<file path="config.mk">
export PLATFORM = sky130hd
export DESIGN_NAME = spi_qb_top
export DESIGN_NICKNAME = d
export VERILOG_FILES = /design/src/rtl/spi_qb_pkg.sv /design/src/rtl/spi_qb_fifo.sv /design/src/rtl/spi_qb_rxtmo.sv /design/src/rtl/spi_qb_top.sv
export SDC_FILE = /design/constraint.sdc
export NUM_CORES = 1
export LEC_CHECK = 0
export BUFFER_PORTS_ARGS = -buffer_cell sky130_fd_sc_hd__buf_2
export CORE_MARGIN = 1
export CORE_UTILIZATION = 48
export DETAILED_ROUTE_END_ITERATION = 8
export GPL_ROUTABILITY_DRIVEN = 0
export GPL_TIMING_DRIVEN = 0
export PLACE_DENSITY = 0.81
export RECOVER_POWER = 50
export SLEW_MARGIN = 30
export SYNTH_ARGS = -nofsm -noshare
export SYNTH_HDL_FRONTEND = slang
export SYNTH_SLANG_ARGS = --single-unit
</file>
<file path="constraint.sdc">
create_clock -name clk -period 4.3 [get_ports clk]
set_input_delay 0.215 -clock clk [delete_from_list [all_inputs] [get_ports clk]]
set_output_delay 0.215 -clock clk [all_outputs]
set_load 0.03 [all_outputs]
</file>
<file path="src/rtl/spi_qb_pkg.sv">
package spi_qb_pkg;

  typedef struct packed {
    logic rx_thr;
    logic tx_thr;
    logic ovr;
    logic tmo;
  } irq_src_t;

  localparam int unsigned TMO_MASTER_DEF = 64;
  localparam int unsigned TMO_SLAVE_DEF  = 576;

  function automatic logic irq_any(input irq_src_t src, input irq_src_t en);
    return |(src & en);
  endfunction

endpackage

</file>
<file path="src/rtl/spi_qb_fifo.sv">
module spi_qb_fifo #(
  parameter int DW    = 32,
  parameter int DEPTH = 4,
  parameter int CNT_W = 4
) (
  input  logic             clk,
  input  logic             rst,
  input  logic             flush,
  input  logic             push,
  input  logic [DW-1:0]    wdata,
  input  logic             pop,
  output logic [DW-1:0]    rdata,
  output logic [CNT_W-1:0] count,
  output logic             empty,
  output logic             full
);
  localparam int AW = (DEPTH > 1) ? $clog2(DEPTH) : 1;

  logic [DW-1:0]    mem [DEPTH];
  logic [AW-1:0]    wptr, rptr;
  logic [CNT_W-1:0] cnt;
  logic             do_push, do_pop;

  function automatic logic [AW-1:0] nxt(input logic [AW-1:0] p);
    return (p == AW'(DEPTH - 1)) ? '0 : p + 1'b1;
  endfunction

  assign empty   = (cnt == '0);
  assign full    = (cnt == CNT_W'(DEPTH));
  assign do_push = push & ~full & ~flush;
  assign do_pop  = pop & ~empty & ~flush;

  // storage without reset so it maps onto RAM
  always_ff @(posedge clk) begin
    if (do_push) mem[wptr] <= wdata;
  end

  always_ff @(posedge clk) begin
    if (rst || flush) begin
      wptr <= '0;
      rptr <= '0;
      cnt  <= '0;
    end else begin
      if (do_push) wptr <= nxt(wptr);
      if (do_pop)  rptr <= nxt(rptr);
      case ({do_push, do_pop})
        2'b10:   cnt <= cnt + 1'b1;
        2'b01:   cnt <= cnt - 1'b1;
        default: cnt <= cnt;
      endcase
    end
  end

  assign rdata = mem[rptr];
  assign count = cnt;
endmodule

</file>
<file path="src/rtl/spi_qb_rxtmo.sv">
module spi_qb_rxtmo #(
  parameter int MLIM = 64,
  parameter int SLIM = 576
) (
  input  logic clk,
  input  logic rst,
  input  logic slave_mode,
  input  logic sclk_tick,
  input  logic rx_empty,
  input  logic rx_pop,
  input  logic w1c,
  output logic tmo_flag
);
  localparam int LMAX = (MLIM > SLIM) ? MLIM : SLIM;
  localparam int CW   = $clog2(LMAX + 1);

  logic [CW-1:0] cnt;
  logic [CW-1:0] lim;
  logic          ev;
  logic          restart;

  assign lim     = slave_mode ? CW'(SLIM - 1) : CW'(MLIM - 1);
  assign ev      = slave_mode | sclk_tick;
  assign restart = rx_empty | rx_pop | w1c;

  always_ff @(posedge clk) begin
    if (rst || restart)          cnt <= '0;
    else if (ev && cnt != lim)   cnt <= cnt + 1'b1;
  end

  always_ff @(posedge clk) begin
    if (rst)                     tmo_flag <= 1'b0;
    else if (rx_pop || w1c)      tmo_flag <= 1'b0;
    else if (!rx_empty && ev && cnt == lim) tmo_flag <= 1'b1;
  end
endmodule

</file>
<file path="src/rtl/spi_qb_top.sv">
module spi_qb_top
  import spi_qb_pkg::*;
#(
  parameter int DW         = 32,
  parameter int DEPTH      = 4,
  parameter int CNT_W      = 4,
  parameter int THR_W      = 2,
  parameter int TMO_MASTER = TMO_MASTER_DEF,
  parameter int TMO_SLAVE  = TMO_SLAVE_DEF
) (
  input  logic             clk,
  input  logic             rst,
  input  logic             cfg_fifo_en,
  input  logic             cfg_slave_mode,
  input  logic [THR_W-1:0] cfg_rx_thr,
  input  logic [THR_W-1:0] cfg_tx_thr,
  input  logic             en_rx_thr,
  input  logic             en_tx_thr,
  input  logic             en_ovr,
  input  logic             en_tmo,
  input  logic             sw_tx_wr,
  input  logic [DW-1:0]    sw_tx_data,
  input  logic             sw_rx_rd,
  output logic [DW-1:0]    rx_rd_data,
  input  logic             sw_tx_flush_req,
  input  logic             sw_rx_flush_req,
  input  logic             sw_ovr_w1c,
  input  logic             sw_tmo_w1c,
  input  logic             sclk_tick,
  output logic             eng_tx_valid,
  output logic [DW-1:0]    eng_tx_data,
  input  logic             eng_tx_accept,
  input  logic             eng_rx_valid,
  input  logic [DW-1:0]    eng_rx_data,
  output logic [CNT_W-1:0] tx_count,
  output logic [CNT_W-1:0] rx_count,
  output logic             tx_empty,
  output logic             tx_full,
  output logic             rx_empty,
  output logic             rx_full,
  output logic             tx_thr_sts,
  output logic             rx_thr_sts,
  output logic             ovr_flag,
  output logic             tmo_flag,
  output logic             busy,
  output logic             tx_flush_pending,
  output logic             rx_flush_pending,
  output logic             irq
);
  localparam int PAD = CNT_W - THR_W;

  logic     tx_flush_q, rx_flush_q;
  logic     inflight_q;
  logic     ovr_q;
  logic     irq_q;
  logic     tx_pop, rx_pop_eff;
  irq_src_t src, ena;

  // one-shot clear commands: pending for one cycle, then self-cleared
  always_ff @(posedge clk) begin
    if (rst) begin
      tx_flush_q <= 1'b0;
      rx_flush_q <= 1'b0;
    end else begin
      tx_flush_q <= ~tx_flush_q & sw_tx_flush_req;
      rx_flush_q <= ~rx_flush_q & sw_rx_flush_req;
    end
  end

  spi_qb_fifo #(.DW(DW), .DEPTH(DEPTH), .CNT_W(CNT_W)) u_txq (
    .clk   (clk),
    .rst   (rst),
    .flush (tx_flush_q),
    .push  (sw_tx_wr),
    .wdata (sw_tx_data),
    .pop   (tx_pop),
    .rdata (eng_tx_data),
    .count (tx_count),
    .empty (tx_empty),
    .full  (tx_full)
  );

  spi_qb_fifo #(.DW(DW), .DEPTH(DEPTH), .CNT_W(CNT_W)) u_rxq (
    .clk   (clk),
    .rst   (rst),
    .flush (rx_flush_q),
    .push  (eng_rx_valid),
    .wdata (eng_rx_data),
    .pop   (sw_rx_rd),
    .rdata (rx_rd_data),
    .count (rx_count),
    .empty (rx_empty),
    .full  (rx_full)
  );

  // engine handshake: one word outstanding at a time
  assign eng_tx_valid = cfg_fifo_en & ~tx_empty & ~inflight_q & ~tx_flush_q;
  assign tx_pop       = eng_tx_valid & eng_tx_accept;
  assign rx_pop_eff   = sw_rx_rd & ~rx_empty & ~rx_flush_q;

  always_ff @(posedge clk) begin
    if (rst)               inflight_q <= 1'b0;
    else if (tx_pop)       inflight_q <= 1'b1;
    else if (eng_rx_valid) inflight_q <= 1'b0;
  end

  assign busy = cfg_fifo_en & (~tx_empty | inflight_q);

  // overrun: set has priority over the clear strobe
  always_ff @(posedge clk) begin
    if (rst)                          ovr_q <= 1'b0;
    else if (eng_rx_valid && rx_full) ovr_q <= 1'b1;
    else if (sw_ovr_w1c)              ovr_q <= 1'b0;
  end

  spi_qb_rxtmo #(.MLIM(TMO_MASTER), .SLIM(TMO_SLAVE)) u_tmo (
    .clk        (clk),
    .rst        (rst),
    .slave_mode (cfg_slave_mode),
    .sclk_tick  (sclk_tick),
    .rx_empty   (rx_empty),
    .rx_pop     (rx_pop_eff),
    .w1c        (sw_tmo_w1c),
    .tmo_flag   (tmo_flag)
  );

  assign rx_thr_sts = rx_count >  {{PAD{1'b0}}, cfg_rx_thr};
  assign tx_thr_sts = tx_count <= {{PAD{1'b0}}, cfg_tx_thr};

  assign src = '{rx_thr: rx_thr_sts, tx_thr: tx_thr_sts, ovr: ovr_q, tmo: tmo_flag};
  assign ena = '{rx_thr: en_rx_thr, tx_thr: en_tx_thr, ovr: en_ovr, tmo: en_tmo};

  always_ff @(posedge clk) begin
    if (rst) irq_q <= 1'b0;
    else     irq_q <= irq_any(src, ena);
  end

  assign ovr_flag         = ovr_q;
  assign irq              = irq_q;
  assign tx_flush_pending = tx_flush_q;
  assign rx_flush_pending = rx_flush_q;
endmodule

</file>
# After elaboration in Yosys (flattened, before gate mapping)
# Memories as Yosys holds them, arrays and structs flattened. A register that Yosys moved wholly into a read port is not among the register bits.
# Cells that the tools add are included.
[word_totals] ram_bits=256 in_bits=85 n_memories=2 ff_bits=32
[mem_list] memory="u_rxq.mem" depth=4 width=32 rd=1 rd_clocked_by_memory_dff=1 write_ports=1 line="spi_qb_fifo.sv:19" source="logic [DW-1:0] mem [DEPTH];"
[mem_list] memory="u_txq.mem" depth=4 width=32 rd=1 rd_clocked_by_memory_dff=1 write_ports=1 line="spi_qb_fifo.sv:19"
[op_classes] bitwise_logic=27 n_reduce_logical=17 n_lt_le_gt_ge=2 n_mux=19 n_addsub=9 n_eq_ne=12
[ops] operator="2-to-1 mux 2 bit" count=8
[ops] operator="one-hot mux 4 bit (2 select lines)" count=2
[ops] operator="bitwise AND 1 bit" count=15
[ops] operator="== test 2 bit (second input constant)" count=6
[ops] operator="adder 10 x 1 -> 10 bit (second input constant)" count=1
[ops] operator="== test 10 bit" count=1
[ops] operator="2-to-1 mux 10 bit" count=1
[ops] operator="!= test 10 bit" count=1
[ops] operator="adder 2 x 1 -> 2 bit (second input constant)" count=4
[ops] operator="adder 4 x 1 -> 4 bit (second input constant)" count=2
[ops] operator="== test 4 x 3 -> 1 bit (second input constant)" count=2
[ops] operator="zero test 4 bit" count=2
[ops] operator="2-to-1 mux 1 bit" count=8
[ops] operator="nonzero test 2 bit" count=4
[ops] operator="subtractor 4 x 1 -> 4 bit (second input constant)" count=2
[ops] operator="NOT 1 bit" count=7
[ops] operator="bitwise AND 4 bit" count=1
[ops] operator="== test 2 x 1 -> 1 bit (second input constant)" count=2
[ops] operator="> comparator 4 x 2 -> 1 bit" count=1
[ops] operator="less-or-equal comparator 4 x 2 -> 1 bit" count=1
[ops] operator="logical AND 1 bit" count=4
[ops] operator="logical OR 1 bit" count=4
[ops] operator="OR 1 bit" count=4
[ops] operator="OR reduction 4 bit" count=1
[ops] operator="2 further kinds" count=2

# Depth between registers and ports, before layout
# Gate-level depths: netlist (run 1).
[depth] ltp_word=10 ltp_mapped=11 mapped_depth_nobuf=11

# Modules after synthesis
# A second synthesis (run 1) with hierarchy kept.
[unflattened] hier_cells=589 area_unflattened_um2=11428.5
[modules_own_cells] module="spi_qb_fifo" instances=2 area_each_um2=5258.8 cells_per_inst=243
[modules_own_cells] module="spi_qb_rxtmo" instances=1 area_each_um2=569.3 cells_per_inst=62
[modules_own_cells] module="spi_qb_top" instances=1 area_each_um2=341.6 cells_per_inst=41

# Least setup slack after synthesis (run 1)
# OpenSTA, ideal clock, no wires.
[synth_timing] kind="flip-flop to flip-flop" start="register u_rxq.cnt[2], in the netlist u_rxq.count[2]" end="register u_rxq.cnt[3], in the netlist u_rxq.count[3]" period_less_slack_ns=3.458 t_arrival_ns=3.387 required_time_ns=4.230 setup_slack_ns=0.842 path_buffers=0 stages_incl_launch_ff=12 cell_sequence="dfxtp_1 > nor4b_1 > nand2b_1 > nor2_1 > inv_1 > ha_1 > ha_1 > a21o_1 > a21oi_1 > xnor2_1 > or3_1 > a21oi_1"
[synth_between] elab_chain_len=6 elab_cells_between_ends=14 cone_classes="add/sub: 2; eq/ne: 3; mux: 1; bitwise: 6; reduce/logical: 2"
[synth_lines] element="start, declared" line="spi_qb_fifo.sv:21" source="logic [CNT_W-1:0] cnt;"
[synth_lines] element="start signal, assigned" line="spi_qb_fifo.sv:47" source="2'b10: cnt <= cnt + 1'b1;"
[synth_lines] element="start signal, assigned" line="spi_qb_fifo.sv:48" source="2'b01: cnt <= cnt - 1'b1;"
[synth_lines] element="start signal, assigned" line="spi_qb_fifo.sv:49" source="default: cnt <= cnt;"
[synth_lines] element="== test 4 x 3 -> 1 bit *" line="spi_qb_fifo.sv:29" source="assign full = (cnt == CNT_W'(DEPTH));"
[synth_lines] element="via rx_full" line="spi_qb_top.sv:40" source="output logic rx_full,"
[synth_lines] element="NOT 1 bit *" line="spi_qb_fifo.sv:30" source="assign do_push = push & ~full & ~flush;"
[synth_lines] element="bitwise AND 1 bit * (2 in a row)" line="spi_qb_fifo.sv:30"
[synth_lines] element="== test 2 x 1 -> 1 bit / == test 2 bit (equally long branches)" line="spi_qb_fifo.sv:46" source="case ({do_push, do_pop})"
[synth_lines] element="one-hot mux 4 bit (2 select lines) / nonzero test 2 bit (equally long branches)"
# The timed path passes the listed nets; every way through them passes the cells marked *.
# A chain may end at the register's enable or synchronous reset.

# Worst setup path in the final report (run 1)
[layout_timing] start="register u_rxq.cnt[2], in the netlist u_rxq.count[2]" end="register u_rxq.cnt[3], in the netlist u_rxq.count[3]"
[layout_between] elab_chain_len=6 elab_cells_between_ends=14 cone_classes="add/sub: 2; eq/ne: 3; mux: 1; bitwise: 6; reduce/logical: 2"
[layout_lines] element="== test 4 x 3 -> 1 bit / zero test 4 bit (equally long branches)" line="spi_qb_fifo.sv:29, spi_qb_fifo.sv:28"
[layout_lines] element="NOT 1 bit (on tied branches)" line="spi_qb_fifo.sv:30, spi_qb_fifo.sv:31"
[layout_lines] element="bitwise AND 1 bit (on tied branches) (2 in a row)" line="spi_qb_fifo.sv:30, spi_qb_fifo.sv:31"
[layout_lines] element="== test 2 x 1 -> 1 bit / == test 2 bit (equally long branches)" line="spi_qb_fifo.sv:46"
[layout_lines] element="one-hot mux 4 bit (2 select lines) / nonzero test 2 bit (equally long branches)"
# Parallel ways exist; a longest one is shown, timed or not.

==> results of run 1 <==
==> worst min path at each step <==
stage	startpoint	end	cells after the start
floorplan	rst	inflight_q	1
global placement	sw_tmo_w1c	u_tmo.tmo_flag	2
detailed placement	sw_tmo_w1c	u_tmo.tmo_flag	2
CTS	eng_tx_accept	u_txq.rptr[0]	4
global route	eng_tx_accept	register	4
finish	eng_tx_accept	u_txq.rptr[0]	4
==> final cells by class <==
class                   instances  area share
clock buffers                  36      0.0533
clock inverters                14     0.00514
multi-input cells             235       0.185
inverters                      18     0.00479
repair buffers                253       0.122
flip-flops and latches        292       0.596
well taps                     313      0.0278
plain buffers                  18     0.00585
==> cell usage in the layout (no fill, tap or decap), drive strengths merged, types with 3 or more instances in the layout <==
cell type    synthesis  final
a21oi               21     21
and2                10     10
buf                 10    109
clkbuf               8    122
clkinv               0     10
dfxtp               36     36
dlygate4sd3          0     76
edfxtp             256    256
ha                  20     20
inv                 18     20
mux2i                3      3
mux4                64     64
nand2               10     10
nand2b               6      6
nand3                7      7
nand4                3      3
nor2                26     26
nor2b                3      3
nor3                 9      9
nor3b                3      3
o21ai                6      6
or2                  4      4
or3                  5      5
or4                  3      3
xnor2                6      6
xor2                 5      5
==> state kept, by name, summed over array words and instances, names as in the netlist, 2 cells and up, named ones only <==
signal       count
u_tmo.cnt       10
u_rxq.rptr       2
u_rxq.mem      128
u_rxq.wptr       2
u_txq.rptr       2
u_rxq.count      4
u_txq.mem      128
u_txq.count      4
u_txq.wptr       2
==> cell usage after synthesis, drive strengths merged, types with 3 or more instances <==
cell type  instances
nand4              3
or2                4
or3                5
edfxtp           256
mux2i              3
mux4              64
nor3               9
o21ai              6
dfxtp             36
inv               18
and2              10
clkbuf             8
nor2b              3
or4                3
buf               10
nand2b             6
xnor2              6
nand3              7
xor2               5
a21oi             21
nor2              26
nand2             10
ha                20
nor3b              3
==> through the flow <==
step           instances  setup slack [ns]  instance area [um^2]   util
2_1_floorplan        563             0.842                 11200      -
3_3_place_gp        1045              1.30                 12400  0.546
3_5_place_dp        1053              1.24                 12700  0.556
4_1_cts             1179              1.22                 14200  0.625
5_1_grt             1179              1.03                 14100  0.619
6_report            1179              1.26                 14100  0.619
==> cell families (layout without fill, tap and decap cells) <==
group           after synthesis  in the layout  share of synthesized area
simple gates                 98             98                     0.0493
compound gates               38             38                     0.0223
flops                       292            292                      0.751
mux                          67             67                      0.131
xor+xnor                     11             11                    0.00860
fa+ha+maj                    21             21                     0.0241
buf+inv                      36            339                     0.0134
==> power by group <==
part           switching (mW)  total (mW)  internal, mW
Combinational           0.507       0.826         0.318
Clock                   0.996        2.23          1.23
Sequential             0.0440        3.25          3.20
==> routing by layer <==
metal / vias to the layer above / track usage
li1: 2832 / -
met1: 3088 / 0.226
met2: 195 / 0.353
met3: 44 / 0.0356
met4: 0 / 0.0618
met5: - / 0
==> critical path: cells and delay by family, from the launching register on <==
family / cells / cell delay (ns)
buffers and inverters: 1 / 0.07
flip-flops: 1 / 0.43
adder cells (fa/ha/maj): 2 / 0.45
AND/OR/NAND/NOR: 4 / 1.43
XOR/XNOR: 1 / 0.09
AO/OA/AOI/OAI: 3 / 0.49
==> timing repair <==
item / in CTS / in global routing
hold buffers: 76 / 0
setup endpoints to repair: 0 / 0
hold endpoints to repair: 265 / 0
resized for setup: 0 / 0
==> summary.md, run 1 <==
| Metric | Value |
|---|---|
| Status | `completed` |
| Total power | `6.30 mW` |
| Total global routing overflow | `0` |
| Share of cells above drive strength 1 | `0.252` |
| Slew Viols, Final | `0` |
| Nets@finish | `approximately 950` |
| Clk_lat worst skew | `~0.54 ns` |
| Final setup TNS | `0 ns` |
| Crit path max fanout | `6` |
| Maximum VDD drop | `0.351 mV` |
| Crit path launch type | `register` |
| Initial antenna violation count | `0` |
| Hold WS | `0.225 ns` |
| Total GRT Usage | `0.191` |
| Met3 WL | `1190 um` |
| Setup crit end | `u_rxq.count[3]` |
| Final setup skew | `0.00843 ns` |
| Area leader, netlist | `edfxtp_1` |
| Syn nets | `between 600 and 700` |
| Slew @ Worst Pin | `1.19 ns` |
| Largest net degree at the start of global routing | `24` |
| Register area share after synthesis | `0.751` |
| Syn Area/Cell | `between 15 and 20 um^2` |
| Chip Height | `155 um` |
| Critical Path Start | `u_rxq.count[2]` |
| Share of Yosys cell area claimed by the top area cell type | `0.686` |
| Reg2reg start | `u_rxq.count[2]` |
| Post-CTS setup buffer count | `0` |
| R2r setup slk | `1.26 ns` |
| Period utilization | `0.707` |
| CP Data Required Time | `4.76 ns` |
| Max incr delay on CP | `approximately 0.7 ns` |
| Pleak | `4.79 nW` |
| Max frequency | `approximately 330 MHz` |
| Worst-path clk slew | `0.06 ns` |
| DRT Pass-1 Iters | `4` |
| Crit path capture type | `register` |
| CTS tree | `yes` |
| Clock sink count | `292` |
| Fin. Hold Viols | `0` |
| I/O Buffers | `169` |
| DR WL met2 | `12,000 um` |
| I/O Pins | `170` |
| Fillers | `1,596` |
| Iteration-0 DRC Markers | `312` |
| Met1 wire length | `8800 um` |
| Crit path time final | `roughly 3 ns` |
| Largest cells by area after synthesis | `edfxtp_1 (69%), mux4_2 (13%), dfxtp_1 (6.4%)` |
| EDFF count, synth | `around 260` |
| N_diodes | `0` |
| Synth unique cells | `50` |
| Yosys reg bits | `292` |
| Detail Route Antenna Nets | `0` |
| Final setup violation count | `0` |
| Crit path DAT | `between 3 and 4 ns` |
| Post-Synthesis Cells | `563` |
| Drc violations | `0` |
| CTS buffer count | `29` |
| WL per Instance | `~19 um` |
| Crit-path cells | `nor4b_1, nand2b_1, nor2_1, inv_1, ha_1, ha_1, a21o_1, a21oi_1, xnor2_1, or3_1, a21oi_1` |
| RSZ-0062 raised after global routing | `false` |
| Die area | `~0.024 mm^2` |
| First-pass GRT wire length | `35,200 um` |
| Initial Util | `0.492` |
| Core footprint | `roughly 0.023 mm^2` |
| Worst reg2reg path endpoint | `u_rxq.count[3]` |
| Pwr Density | `around 450 mW/mm^2` |
| Via count | `6,159` |
| Synth Warn # | `0` |
| Highest routed metal layer | `met4` |
| Multi-input gate area | `0.00261 mm^2` |
| Number of global-route vias before repair | `6,526` |
| H-tree depth | `1` |
| Sequential Area | `0.00841 mm^2` |
| FP Rows | `55` |
| Max clock buf depth | `3` |
| Final wirelength | `22,500 um` |
| Critical path's slowest cell | `nor4b_1` |
| HPWL Detailed | `14,200 um` |
| Via density | `5.22` |
| Setup CP Type | `register to register` |
| Syn-to-layout area delta | `26.0%` |
| Main synth FF type | `edfxtp_1` |
| Mapped Area | `0.0112 mm^2` |
| Slew HR | `0.209` |
| Hold WC Path Type | `primary input to register` |
| Width of the die | `155 um` |
| Max-cap violations | `0` |
| Path depth of the worst reg2reg path | `11` |
| Root buf cell | `clkbuf_16` |
| Ys async rst share | `0` |
(Power assumes the default switching activity.)
==> inputs of run 2 (changes only) <==
- PLACE_DENSITY: 0.81 -> 0.84
- clock period: 4.3 -> 2.5 ns (I/O delays scaled with it)
==> run 2 against run 1 <==
Effect of this change: sequential share of layout area is 1.3 points lower; cell count rose by 0.93%; critical path depth unchanged; fmax increased by 26%; first-iteration DRC count grew 24%; clock-buffer cell count is the same; critical path type unchanged.
==> summary.md, run 2 (synthesis results as in run 1) <==
| Metric | Value |
|---|---|
| Status | `completed` |
| Total GRT Usage | `0.195 (+0.00334)` |
| Core Util, Final | `0.635 (+0.0160)` |
| WHS Endpoint | `u_tmo.cnt[7]` |
| Initial antenna violation count | `0 (unchanged)` |
| R2r setup slk | `0.09 ns (-1.17 ns)` |
| Pleak | `4.91 nW (+2.6%)` |
| Period utilization | `0.962 (+0.256)` |
| Met1 wire length | `8800 um (about the same)` |
| Total global routing overflow | `0 (unchanged)` |
| Via count | `6,170 (+0.18%)` |
| Root buf cell | `clkbuf_16` |
| Critical Path Start | `u_rxq.count[3]` |
| Slew Viols, Final | `0 (unchanged)` |
| Die area | `0.0239 mm^2 (unchanged)` |
| Crit-path cells | `or4_4, buf_6, inv_4, nor2_1, ha_4, ha_4, a21o_1, a21oi_2, xnor2_1, or3_1, a21oi_1` |
| Final setup skew | `0.00984 ns (+0.00141 ns)` |
| Max incr delay on CP | `0.53 ns (-0.16 ns)` |
| FP Rows | `55 (unchanged)` |
| Critical path's slowest cell | `or4_4` |
| P_sw | `2.73 mW (+77%)` |
| Path depth of the worst reg2reg path | `11 (unchanged)` |
| Chip Height | `155 um (unchanged)` |
| CTS buffer count | `29 (unchanged)` |
| I/O Pins | `170 (unchanged)` |
| Clock sink count | `292 (unchanged)` |
| Hold Startpoint | `cfg_slave_mode` |
| Detail Route Antenna Nets | `0 (unchanged)` |
| Width of the die | `155 um (unchanged)` |
| HPWL Detailed | `14,400 um (+1.1%)` |
| Top flop regs | `u_rxq.mem: 128 flops, u_txq.mem: 128 flops, u_tmo.cnt: 10 flops` |
| Worst reg2reg path endpoint | `u_rxq.count[3]` |
| I/O Buffers | `169 (unchanged)` |
| Reg2reg start | `u_rxq.count[3]` |
| N_diodes | `0 (unchanged)` |
| Crit path capture type | `register` |
| Highest routed metal layer | `met4` |
| Nets@finish | `960 (+0.73%)` |
| Hold WC Path Type | `primary input to register` |
| Maximum VDD drop | `0.796 mV (+130%)` |
| Largest net degree at the start of global routing | `25 (+4.2%)` |
| Iteration-0 DRC Markers | `387 (+24%)` |
| CP Data Required Time | `2.95 ns (-1.81 ns)` |
| CTS tree | `yes` |
| Slew HR | `0.552 (+0.343)` |
| Crit path max fanout | `6 (unchanged)` |
| Post-route cell area | `0.0145 mm^2 (+2.6%)` |
| Final wirelength | `23,100 um (+2.6%)` |
| Number of global-route vias before repair | `6,558 (+0.49%)` |
| Total power | `11.3 mW (+79%)` |
| Fillers | `1,574 (-1.4%)` |
| Core footprint | `0.0228 mm^2 (unchanged)` |
| Worst-path clk slew | `0.06 ns (about the same)` |
| Slew @ Worst Pin | `0.672 ns (-0.514 ns)` |
| Setup CP Type | `register to register` |
| Drc violations | `0 (unchanged)` |
| Clock power frac | `0.373 (+0.020)` |
| Final setup violation count | `0 (unchanged)` |
| Met3 WL | `1320 um (+11%)` |
| Crit path DAT | `2.85 ns (-0.65 ns)` |
| Share of cells above drive strength 1 | `0.306 (+0.0539)` |
| DR WL met2 | `12,500 um (+4.3%)` |
| Max frequency | `416 MHz (+26%)` |
| Most common cell after layout, fill and taps aside | `edfxtp_1` |
| Initial Util | `0.492 (unchanged)` |
| Cell repeated most along the worst path | `ha_4` |
| Pwr Density | `781 mW/mm^2 (+75%)` |
| Via density | `5.18 (-0.75%)` |
| Combinational power share | `0.133 (+0.002)` |
| Hold Path Cell Cnt | `4 (unchanged)` |
| Syn-to-layout area delta | `29.2%` |
| Fin. Hold Viols | `0 (unchanged)` |
| Crit path time final | `2.41 ns (-0.632 ns)` |
| Most frequent cells in the layout | `edfxtp_1 (256), buf_2 (94), clkbuf_1 (89), dlygate4sd3_1 (78), mux4_2 (64)` |
| H-tree depth | `1 (unchanged)` |
| Internal power | `8.57 mW (+80%)` |
| Max-cap violations | `0 (unchanged)` |
| Placed cell area | `0.0127 mm^2 (+0.69%)` |
| Sw frac | `0.242 (-0.00399)` |
| DRT Pass-1 Iters | `5 (+1)` |
| Reg power frac | `0.495 (-0.020)` |
| RSZ-0062 raised after global routing | `true` |
| WL per Instance | `19.4 um (+1.6%)` |
| Crit path launch type | `register` |
| First-pass GRT wire length | `35,500 um (+0.86%)` |
| Max clock buf depth | `3 (unchanged)` |
| Clk_lat worst skew | `0.53 ns (about the same)` |
run 2: repair_timing:
item | in CTS | in global routing
hold endpoints to repair | 273 | 0
setup endpoints to repair | 3 | 54
pin swaps | 0 | 8
setup buffers | 0 | 5
hold buffers | 78 | 0
resized for setup | 4 | 21
run 2: worst max path at each step:
| stage | end | cells after the start |
|---|---|---|
| 2_1_floorplan | u_txq.count[3] | 9 |
| 3_3_place_gp | u_txq.mem[3][14] | 4 |
| 3_5_place_dp | u_txq.count[2] | 10 |
| 4_1_cts | rx_rd_data[3] | 4 |
| 5_1_grt | u_rxq.count[3] | 11 |
| 6_report | u_rxq.count[3] | 11 |
run 2: area by class of cell:
cell class | instances | area (um^2) | share of cell area
well taps | 313 | 392 | 0.0271
multi-input cells | 235 | 2760 | 0.190
plain buffers | 18 | 105 | 0.00726
inverters | 18 | 75.1 | 0.00519
clock inverters | 18 | 183 | 0.0126
clock buffers | 36 | 752 | 0.0520
flip-flops and latches | 292 | 8430 | 0.583
repair buffers | 260 | 1780 | 0.123
run 2: worst max-delay path, delay by kind of cell, from the launching register on:
family	cells	cell delay (ns)
AO/OA/AOI/OAI	3	0.39
adder cells (fa/ha/maj)	2	0.39
XOR/XNOR	1	0.09
buffers and inverters	2	0.19
AND/OR/NAND/NOR	3	0.90
flip-flops	1	0.37
run 2: per-stage QoR:
step	std cells	TNS [ns]	hold slack [ns]	setup WS [ns]
floorplan	563	0	0.194	0.00258
global placement	1045	-28.67	0.307	-0.151
detailed placement	1053	-0.0517	0.314	-0.0444
CTS	1185	0	0.0887	0.00302
global route	1190	-0.0699	0.112	-0.0410
finish	1190	0	0.106	0.0938
run 2: routing by layer:
metal | global-route usage | up-vias
met2 | 0.362 | 209
li1 | - | 2858
met5 | 0 | -
met4 | 0.0547 | 0
met3 | 0.0361 | 35
met1 | 0.230 | 3068
run 2: power groups by stage:
stage | Sequential (mW) | Clock [mW] | Combinational, mW
global route | 5.60 | 4.46 | 1.61
global placement | 5.68 | 0 | 1.31
CTS | 5.59 | 4.28 | 1.48
floorplan | 5.70 | 0 | 0.890
detailed placement | 5.69 | 0 | 1.37
finish | 5.59 | 4.21 | 1.50
